File: src/rtl/cap_timer32_pkg.sv
package cap_timer32_pkg;

  typedef enum logic [1:0] {
    EDGE_OFF  = 2'b00,
    EDGE_RISE = 2'b01,
    EDGE_FALL = 2'b10,
    EDGE_BOTH = 2'b11
  } edge_mode_e;

  // Qualifies a transition between the previous and current synchronized sample.
  function automatic logic edge_hit(input edge_mode_e mode, input logic cur, input logic prev);
    logic rise;
    logic fall;
    rise = cur & ~prev;
    fall = ~cur & prev;
    unique case (mode)
      EDGE_RISE: edge_hit = rise;
      EDGE_FALL: edge_hit = fall;
      EDGE_BOTH: edge_hit = rise | fall;
      default:   edge_hit = 1'b0;
    endcase
  endfunction

endpackage

File: src/rtl/ct_rst_sync.sv
module ct_rst_sync #(
  parameter int STAGES = 2
) (
  input  logic clk,
  input  logic rst_n,
  output logic rst_n_sync
);
  logic [STAGES-1:0] sync_q;
  logic [STAGES-1:0] sync_d;

  always_comb begin
    sync_d = {sync_q[STAGES-2:0], 1'b1};
  end

  always_ff @(posedge clk or negedge rst_n) begin
    if (!rst_n) begin
      sync_q <= '0;
    end else begin
      sync_q <= sync_d;
    end
  end

  assign rst_n_sync = sync_q[STAGES-1];
endmodule

File: src/rtl/ct_free_counter.sv
module ct_free_counter #(
  parameter int CNT_W = 32
) (
  input  logic             clk,
  input  logic             rst_n,
  input  logic             en,
  input  logic             ovf_clr,
  output logic [CNT_W-1:0] cnt_q,
  output logic [CNT_W-1:0] cnt_nxt,
  output logic             ovf_q
);
  logic wrap;
  logic ovf_d;

  always_comb begin
    cnt_nxt = en ? (cnt_q + CNT_W'(1)) : cnt_q;
    wrap    = en & (cnt_q == {CNT_W{1'b1}});
    ovf_d   = wrap | (ovf_q & ~ovf_clr);
  end

  always_ff @(posedge clk or negedge rst_n) begin
    if (!rst_n) begin
      cnt_q <= '0;
      ovf_q <= 1'b0;
    end else begin
      if (en) begin
        cnt_q <= cnt_nxt;
      end
      ovf_q <= ovf_d;
    end
  end
endmodule

File: src/rtl/ct_capture_line.sv
module ct_capture_line
  import cap_timer32_pkg::*;
#(
  parameter int CNT_W       = 32,
  parameter int SYNC_STAGES = 2
) (
  input  logic             clk,
  input  logic             rst_n,
  input  logic             pin,
  input  logic             cm_trig,
  input  logic             use_cm,
  input  logic [1:0]       mode,
  input  logic             clr,
  input  logic [CNT_W-1:0] cnt,
  output logic [CNT_W-1:0] cap_q,
  output logic             flag_q,
  output logic             dma_q
);
  // Stages 0..SYNC_STAGES-1 synchronize; the last stage keeps the previous sample.
  logic [SYNC_STAGES:0] shift_q;
  logic [SYNC_STAGES:0] shift_d;
  edge_mode_e           mode_e;
  logic                 pin_hit;
  logic                 hit;
  logic                 flag_d;

  always_comb begin
    mode_e  = edge_mode_e'(mode);
    shift_d = {shift_q[SYNC_STAGES-1:0], pin};
    pin_hit = edge_hit(mode_e, shift_q[SYNC_STAGES-1], shift_q[SYNC_STAGES]);
    if (use_cm) begin
      hit = cm_trig & (mode_e != EDGE_OFF);
    end else begin
      hit = pin_hit;
    end
    flag_d = hit | (flag_q & ~clr);
  end

  always_ff @(posedge clk or negedge rst_n) begin
    if (!rst_n) begin
      shift_q <= '0;
      cap_q   <= '0;
      flag_q  <= 1'b0;
      dma_q   <= 1'b0;
    end else begin
      shift_q <= shift_d;
      if (hit) begin
        cap_q <= cnt;
      end
      flag_q <= flag_d;
      dma_q  <= hit;
    end
  end
endmodule

File: src/rtl/ct_interval_tick.sv
module ct_interval_tick #(
  parameter int CNT_W = 32,
  parameter int SEL_W = 5
) (
  input  logic             clk,
  input  logic             rst_n,
  input  logic [CNT_W-1:0] cnt_q,
  input  logic [CNT_W-1:0] cnt_nxt,
  input  logic [SEL_W-1:0] sel,
  input  logic             route_adc,
  input  logic             clr,
  output logic             flag_q,
  output logic             adc_q
);
  logic bit_now;
  logic bit_next;
  logic fire;
  logic flag_d;

  always_comb begin
    bit_now  = 1'b0;
    bit_next = 1'b0;
    for (int i = 0; i < CNT_W; i++) begin
      if (sel == SEL_W'(i)) begin
        bit_now  = cnt_q[i];
        bit_next = cnt_nxt[i];
      end
    end
    fire   = ~bit_now & bit_next;
    flag_d = (fire & ~route_adc) | (flag_q & ~clr);
  end

  always_ff @(posedge clk or negedge rst_n) begin
    if (!rst_n) begin
      flag_q <= 1'b0;
      adc_q  <= 1'b0;
    end else begin
      flag_q <= flag_d;
      adc_q  <= fire & route_adc;
    end
  end
endmodule

File: src/rtl/cap_timer32.sv
module cap_timer32 #(
  parameter int CNT_W       = 32,
  parameter int LINES       = 4,
  parameter int TICKS       = 3,
  parameter int SYNC_STAGES = 2,
  localparam int SEL_W      = $clog2(CNT_W)
) (
  input  logic                   clk,
  input  logic                   rst_n,
  input  logic                   cnt_en,
  input  logic [LINES-1:0]       cap_pin,
  input  logic                   cm_trig,
  input  logic [LINES-1:0]       trig_sel,
  input  logic [2*LINES-1:0]     edge_sel,
  input  logic [SEL_W*TICKS-1:0] tick_bitsel,
  input  logic [TICKS-1:0]       tick_route,
  input  logic [LINES-1:0]       cap_clr,
  input  logic                   ovf_clr,
  input  logic [TICKS-1:0]       tick_clr,
  output logic [CNT_W-1:0]       cnt_val,
  output logic [CNT_W*LINES-1:0] cap_val,
  output logic [LINES-1:0]       cap_flag,
  output logic [LINES-1:0]       dma_req,
  output logic                   ovf_flag,
  output logic [TICKS-1:0]       tick_flag,
  output logic [TICKS-1:0]       adc_trig,
  output logic                   cpu_irq
);
  localparam int RST_STAGES = 2;

  logic             rst_i;
  logic [CNT_W-1:0] cnt_nxt;

  ct_rst_sync #(.STAGES(RST_STAGES)) rst_sync_i (
    .clk        (clk),
    .rst_n      (rst_n),
    .rst_n_sync (rst_i)
  );

  ct_free_counter #(.CNT_W(CNT_W)) counter_i (
    .clk     (clk),
    .rst_n   (rst_i),
    .en      (cnt_en),
    .ovf_clr (ovf_clr),
    .cnt_q   (cnt_val),
    .cnt_nxt (cnt_nxt),
    .ovf_q   (ovf_flag)
  );

  for (genvar l = 0; l < LINES; l++) begin : g_line
    ct_capture_line #(.CNT_W(CNT_W), .SYNC_STAGES(SYNC_STAGES)) line_i (
      .clk     (clk),
      .rst_n   (rst_i),
      .pin     (cap_pin[l]),
      .cm_trig (cm_trig),
      .use_cm  (trig_sel[l]),
      .mode    (edge_sel[2*l +: 2]),
      .clr     (cap_clr[l]),
      .cnt     (cnt_val),
      .cap_q   (cap_val[CNT_W*l +: CNT_W]),
      .flag_q  (cap_flag[l]),
      .dma_q   (dma_req[l])
    );
  end

  for (genvar j = 0; j < TICKS; j++) begin : g_tick
    ct_interval_tick #(.CNT_W(CNT_W), .SEL_W(SEL_W)) tick_i (
      .clk       (clk),
      .rst_n     (rst_i),
      .cnt_q     (cnt_val),
      .cnt_nxt   (cnt_nxt),
      .sel       (tick_bitsel[SEL_W*j +: SEL_W]),
      .route_adc (tick_route[j]),
      .clr       (tick_clr[j]),
      .flag_q    (tick_flag[j]),
      .adc_q     (adc_trig[j])
    );
  end

  assign cpu_irq = (|cap_flag) | ovf_flag | (|tick_flag);
endmodule

File: config.mk
export PLATFORM = sky130hd
export DESIGN_NAME = cap_timer32
export DESIGN_NICKNAME = d
export VERILOG_FILES = /design/src/rtl/cap_timer32_pkg.sv /design/src/rtl/ct_rst_sync.sv /design/src/rtl/ct_free_counter.sv /design/src/rtl/ct_capture_line.sv /design/src/rtl/ct_interval_tick.sv /design/src/rtl/cap_timer32.sv
export SDC_FILE = /design/constraint.sdc
export NUM_CORES = 1
export LEC_CHECK = 0
export BUFFER_PORTS_ARGS = -buffer_cell sky130_fd_sc_hd__buf_2
export CORE_ASPECT_RATIO = 0.8
export CORE_MARGIN = 5
export CORE_UTILIZATION = 55
export CTS_CLUSTER_DIAMETER = 80
export DETAILED_ROUTE_END_ITERATION = 10
export HOLD_SLACK_MARGIN = 0.1
export PLACE_DENSITY = 0.81
export SLEW_MARGIN = 20
export SYNTH_ARGS = -nofsm -noshare
export SYNTH_HDL_FRONTEND = slang
export SYNTH_SLANG_ARGS = --single-unit
File: constraint.sdc
create_clock -name clk -period 6.15 [get_ports clk]
set_input_delay 0.615 -clock clk [delete_from_list [all_inputs] [get_ports clk]]
set_output_delay 0.615 -clock clk [all_outputs]
set_load 0.05 [all_outputs]
==> results.txt <==
----------------------------------------------------
[Die]
  Die Footprint ... 21,400 sq um
  Overall die width ... 162 um
  Placement Rows ... 44
  Height of the chip ... 132 um
  Placeable core region ... 18,200 sq um
  IO Count ... 222
  Effective utilization at floorplan ... 56.1%

[Worst setup path]
  Worst path most repeated cell ... o32a_1
  Capture point of the worst reg-to-reg path ... g_tick[2].tick_i.flag_q
  Slowest cell delay on critical path ... around 0.80 ns
  R2R Setup Slk ... 2.58 ns
  Critical Path Sink Type ... flip-flop
  Crit path buffers/inverters ... 1
  Kind of start point of the critical path ... flip-flop
  Reg2reg path depth ... 9
  Critical path type ... reg2reg
  Startpoint of the worst register-to-register path ... counter_i.cnt_q[9]
  Dominant delay contributor by cell family on the critical path ... simple AND/OR/NAND/NOR gates
  Peak fanout along the critical path ... 13
  Required time at the endpoint of the critical path ... 6.52 ns
  Data arrival time of the critical path ... approximately 3.9 ns
  Cell with the largest stage delay on the worst path ... dfrtp_1
  Critical-path cell list ... nand4_1 > or4b_4 > or4_1 > or3_4 > inv_1 > o21bai_1 > o32a_1 > o32a_1 > o21ai_1

[Placed design]
  Number of port buffers ... about 220
  Dpl cell area ... 11,300 sq um
  Half-perimeter wire length after detailed placement ... 23.8 mm
  Minimum setup slack after placement ... 2.65 ns
  Final GP Congestion ... 1.02

[Clock tree]
  Source-to-sink clock delay at the later pin of the worst-skew pair ... 0.44 ns
  CTS tree ... done
  Resize count post-CTS ... 0
  Root Driver ... clkbuf_16
  CTS Buffer Depth ... 2
  Number of sinks driven by the clock tree ... 189
  TritonCTS buffer count ... 17
  Clock transition time at the flip-flop clock pins of the worst setup and hold paths ... 0.07 ns
  H-tree levels ... 4

[Yosys]
  Top cell type by total area after synthesis ... dfrtp_1
  Net count after synthesis ... 1,274
  Yosys warns ... 0
  Share of the synthesized area in the top cell type ... 46.3%
  Post-synth EDFFs ... 0
  Number of flip-flops and latches in the synthesized netlist ... 189
  Synthesized area ... just over 10,000 sq um
  Number of unique standard cell types used by synthesis ... 75
  Sequential element share of the synthesized area ... 46.3%
  Cell types with the largest area share after synthesis ... dfrtp_1 46%, nand2_1 14%, o21ai_0 4.3%, clkbuf_1 2.2%, nor2_1 1.7%
  Average cell area after synthesis ... 8.39 sq um
  Fraction of synthesis flops using an asynchronous set or reset pin ... 100%
  Synthesized instance count ... between 1,000 and 1,500
  Ys flop type ... dfrtp_1

[Drt]
  Residual antenna-violating net count after detailed routing ... 0
  Per-cell routed wire length ... 20.8 um
  DRC violations left ... 0
  Average vias per placed instance ... 5.96
  Wirelength, routed ... 34.0 mm
  Number of DRC markers after the initial detailed-route iteration ... between 1,000 and 1,500
  Total via count in the routed design ... slightly below 10,000
  Iteration count of the initial detailed-routing pass ... 6

[Finish]
  Post-route standard cell area excluding fillers ... between 10,000 and 15,000 sq um
  Filler cell count in the final layout ... 1,559
  Share of cells above drive strength 1 ... 20.9%
  Most common cell after layout, fill and taps aside ... nand2_1
  Layout Nets ... 1,421
  P&R area growth vs syn ... 16.4%
  Leading cell types in the layout, fill and taps excluded ... 381 x nand2_1, 221 x buf_2, 188 x dfrtp_1

[Pwr]
  Net Sw Frac ... 40.8%
  IR drop worst, VDD ... 0.225 mV
  Total leakage power ... between 6 and 7 nW
  Comb pwr share ... 28.7%
  Design internal power ... 0.00220 W
  Total Power Consumption ... between 0.003 and 0.004 W
  Sequential fraction of design power ... approximately 41%
  Proportion of power drawn by the clock network ... 30.0%
  Total net switching power ... about 0.0015 W
  Cell Pwr Density ... 313 nW/um^2

[Global routing]
  Global-route met3 utilization ... 8.22%
  GRT overflow ... 0
  Highest-utilization routing layer at the global route stage ... met1
  Largest net degree at the start of global routing ... 76
  Wire length of the first global-routing pass ... 52.7 mm
  Met2 demand-to-capacity share in global routing ... 45.7%
  Global routing met1 resource utilization ... 47.5%
  Tot GR Track Use ... 31.4%
  Vias in the first global route ... a little over 9,000
  Number of antenna violations at the first check in global routing ... 1

[STA]
  Ratio of final minimum period to clock period ... 58.0%
  Slew @ Worst Pin ... 1.11 ns
  Total Negative Setup Slacks ... 0 ns
  Hold violation count in the final report ... 0
  Post-route minimum period ... 3.57 ns
  Final setup margin ... around 2.6 ns
  Highest Clock Rate ... 280 MHz
  RSZ-0062 raised after global routing ... false
  Number of pins with negative max-slew slack in the final report ... 0
  Largest clock skew in the final design ... 0.0136 ns
  Normalized max-slew margin ... 25.7%
  Setup violators final ... 0

[Outcome]
  Outcome ... finished clean

[Min path]
  Number of instances on the worst hold path ... 1
  Hold path endpoint ... g_line[0].line_i.shift_q[0]
  Hold wc startpoint ... cap_pin[0]
  Min-Delay Path Class ... in2reg

[Job]
  Maximum capacitance violations ... 0

----------------------------------------------------
cells by family (layout without fill, tap and decap cells):
group / after synthesis / after routing / synth area share (%)
other: 1 / 2 / 0.0367
multiplexers: 25 / 25 / 3.01
AO/OA/AOI/OAI: 251 / 251 / 16.2
buffers and inverters: 146 / 306 / 6.18
flip-flops: 189 / 189 / 46.3
adder cells (fa/ha/maj): 9 / 9 / 1.10
XOR/XNOR: 27 / 27 / 2.50
AND/OR/NAND/NOR: 571 / 571 / 24.7
layout make-up:
cell class	count	area [sq um]	share of cell area, %
Tap cell	253	317	2.66
Multi-Input combinational cell	884	4910	41.2
Timing Repair Buffer	229	1170	9.82
Inverter	45	169	1.42
Sequential cell	189	4730	39.8
Clock inverter	14	170	1.43
Antenna cell	1	2.50	0.0210
Clock buffer	18	429	3.61
sequential cells by signal (all words and copies together), names as in the netlist:
name                   flops
counter_i.cnt_q           32
counter_i.ovf_q            1
g_line.line_i.cap_q      128
g_line.line_i.dma_q        4
g_line.line_i.flag_q       4
g_line.line_i.shift_q     12
g_tick.tick_i.adc_q        3
g_tick.tick_i.flag_q       3
rst_sync_i.sync_q          2
power groups by stage:
stage | clock [W] | combinational [W] | sequential, W
global placement | 0 | 0.00105 | 0.00154
finish | 0.00112 | 0.00107 | 0.00153
global route | 0.00119 | 0.00113 | 0.00155
floorplan | 0 | 0.000441 | 0.00186
CTS | 0.00113 | 0.00106 | 0.00153
detailed placement | 0 | 0.00105 | 0.00155
cells in the mapped netlist (4+ instances only):
cell,instances
dfrtp_1,189
xor2_1,9
mux2i_1,15
o21ai_0,87
a211o_1,4
and2_1,9
nand2_1,381
nor4_1,6
a21oi_1,25
o31ai_1,8
o21a_1,10
mux4_2,4
a31oi_1,9
o221ai_1,7
and4_1,5
or2_2,5
buf_1,13
a22oi_1,10
nor3_1,21
or3_1,5
clkbuf_1,61
nor2_1,47
a2111oi_0,4
inv_1,45
nand4_1,11
nor2b_1,23
buf_4,15
o2111ai_1,5
xnor2_1,17
ha_1,9
o22ai_1,11
buf_2,10
o211ai_1,10
a211oi_1,12
mux2_2,6
and3_1,4
nand2b_1,16
o21ai_1,6
nand3_1,22
o32ai_1,6
worst max-delay path by stage:
stage	startpoint	end	slack (ns)	cells after the start
floorplan	rst_sync_i.sync_q[1]	counter_i.cnt_q[0]	0.49	0
global placement	counter_i.cnt_q[9]	g_tick[2].tick_i.flag_q	2.68	9
detailed placement	counter_i.cnt_q[9]	g_tick[2].tick_i.flag_q	2.65	9
CTS	counter_i.cnt_q[9]	g_tick[0].tick_i.flag_q	2.62	7
global route	counter_i.cnt_q[9]	g_tick[0].tick_i.flag_q	2.42	8
finish	counter_i.cnt_q[9]	g_tick[2].tick_i.flag_q	2.58	9
per-layer routing:
metal | wire length, um | part of all wire, %
met5 | 12 | 0.035
met4 | 442 | 1.3
met3 | 3900 | 11
met2 | 14900 | 44
met1 | 14800 | 44
timing repair:
item	in CTS	in global routing
hold buffers	1	0
buffers inserted	0	0
hold endpoints to repair	2	0
metrics by stage:
step,hold WS (ns),util (%),cells
detailed placement,0.336,61.9,1599
global placement,0.331,61.9,1599
global route,0.271,65.3,1632
finish,0.282,65.3,1633
floorplan,0.319,-,1219
CTS,0.273,65.3,1632
Power figures use the tool's default switching activity.
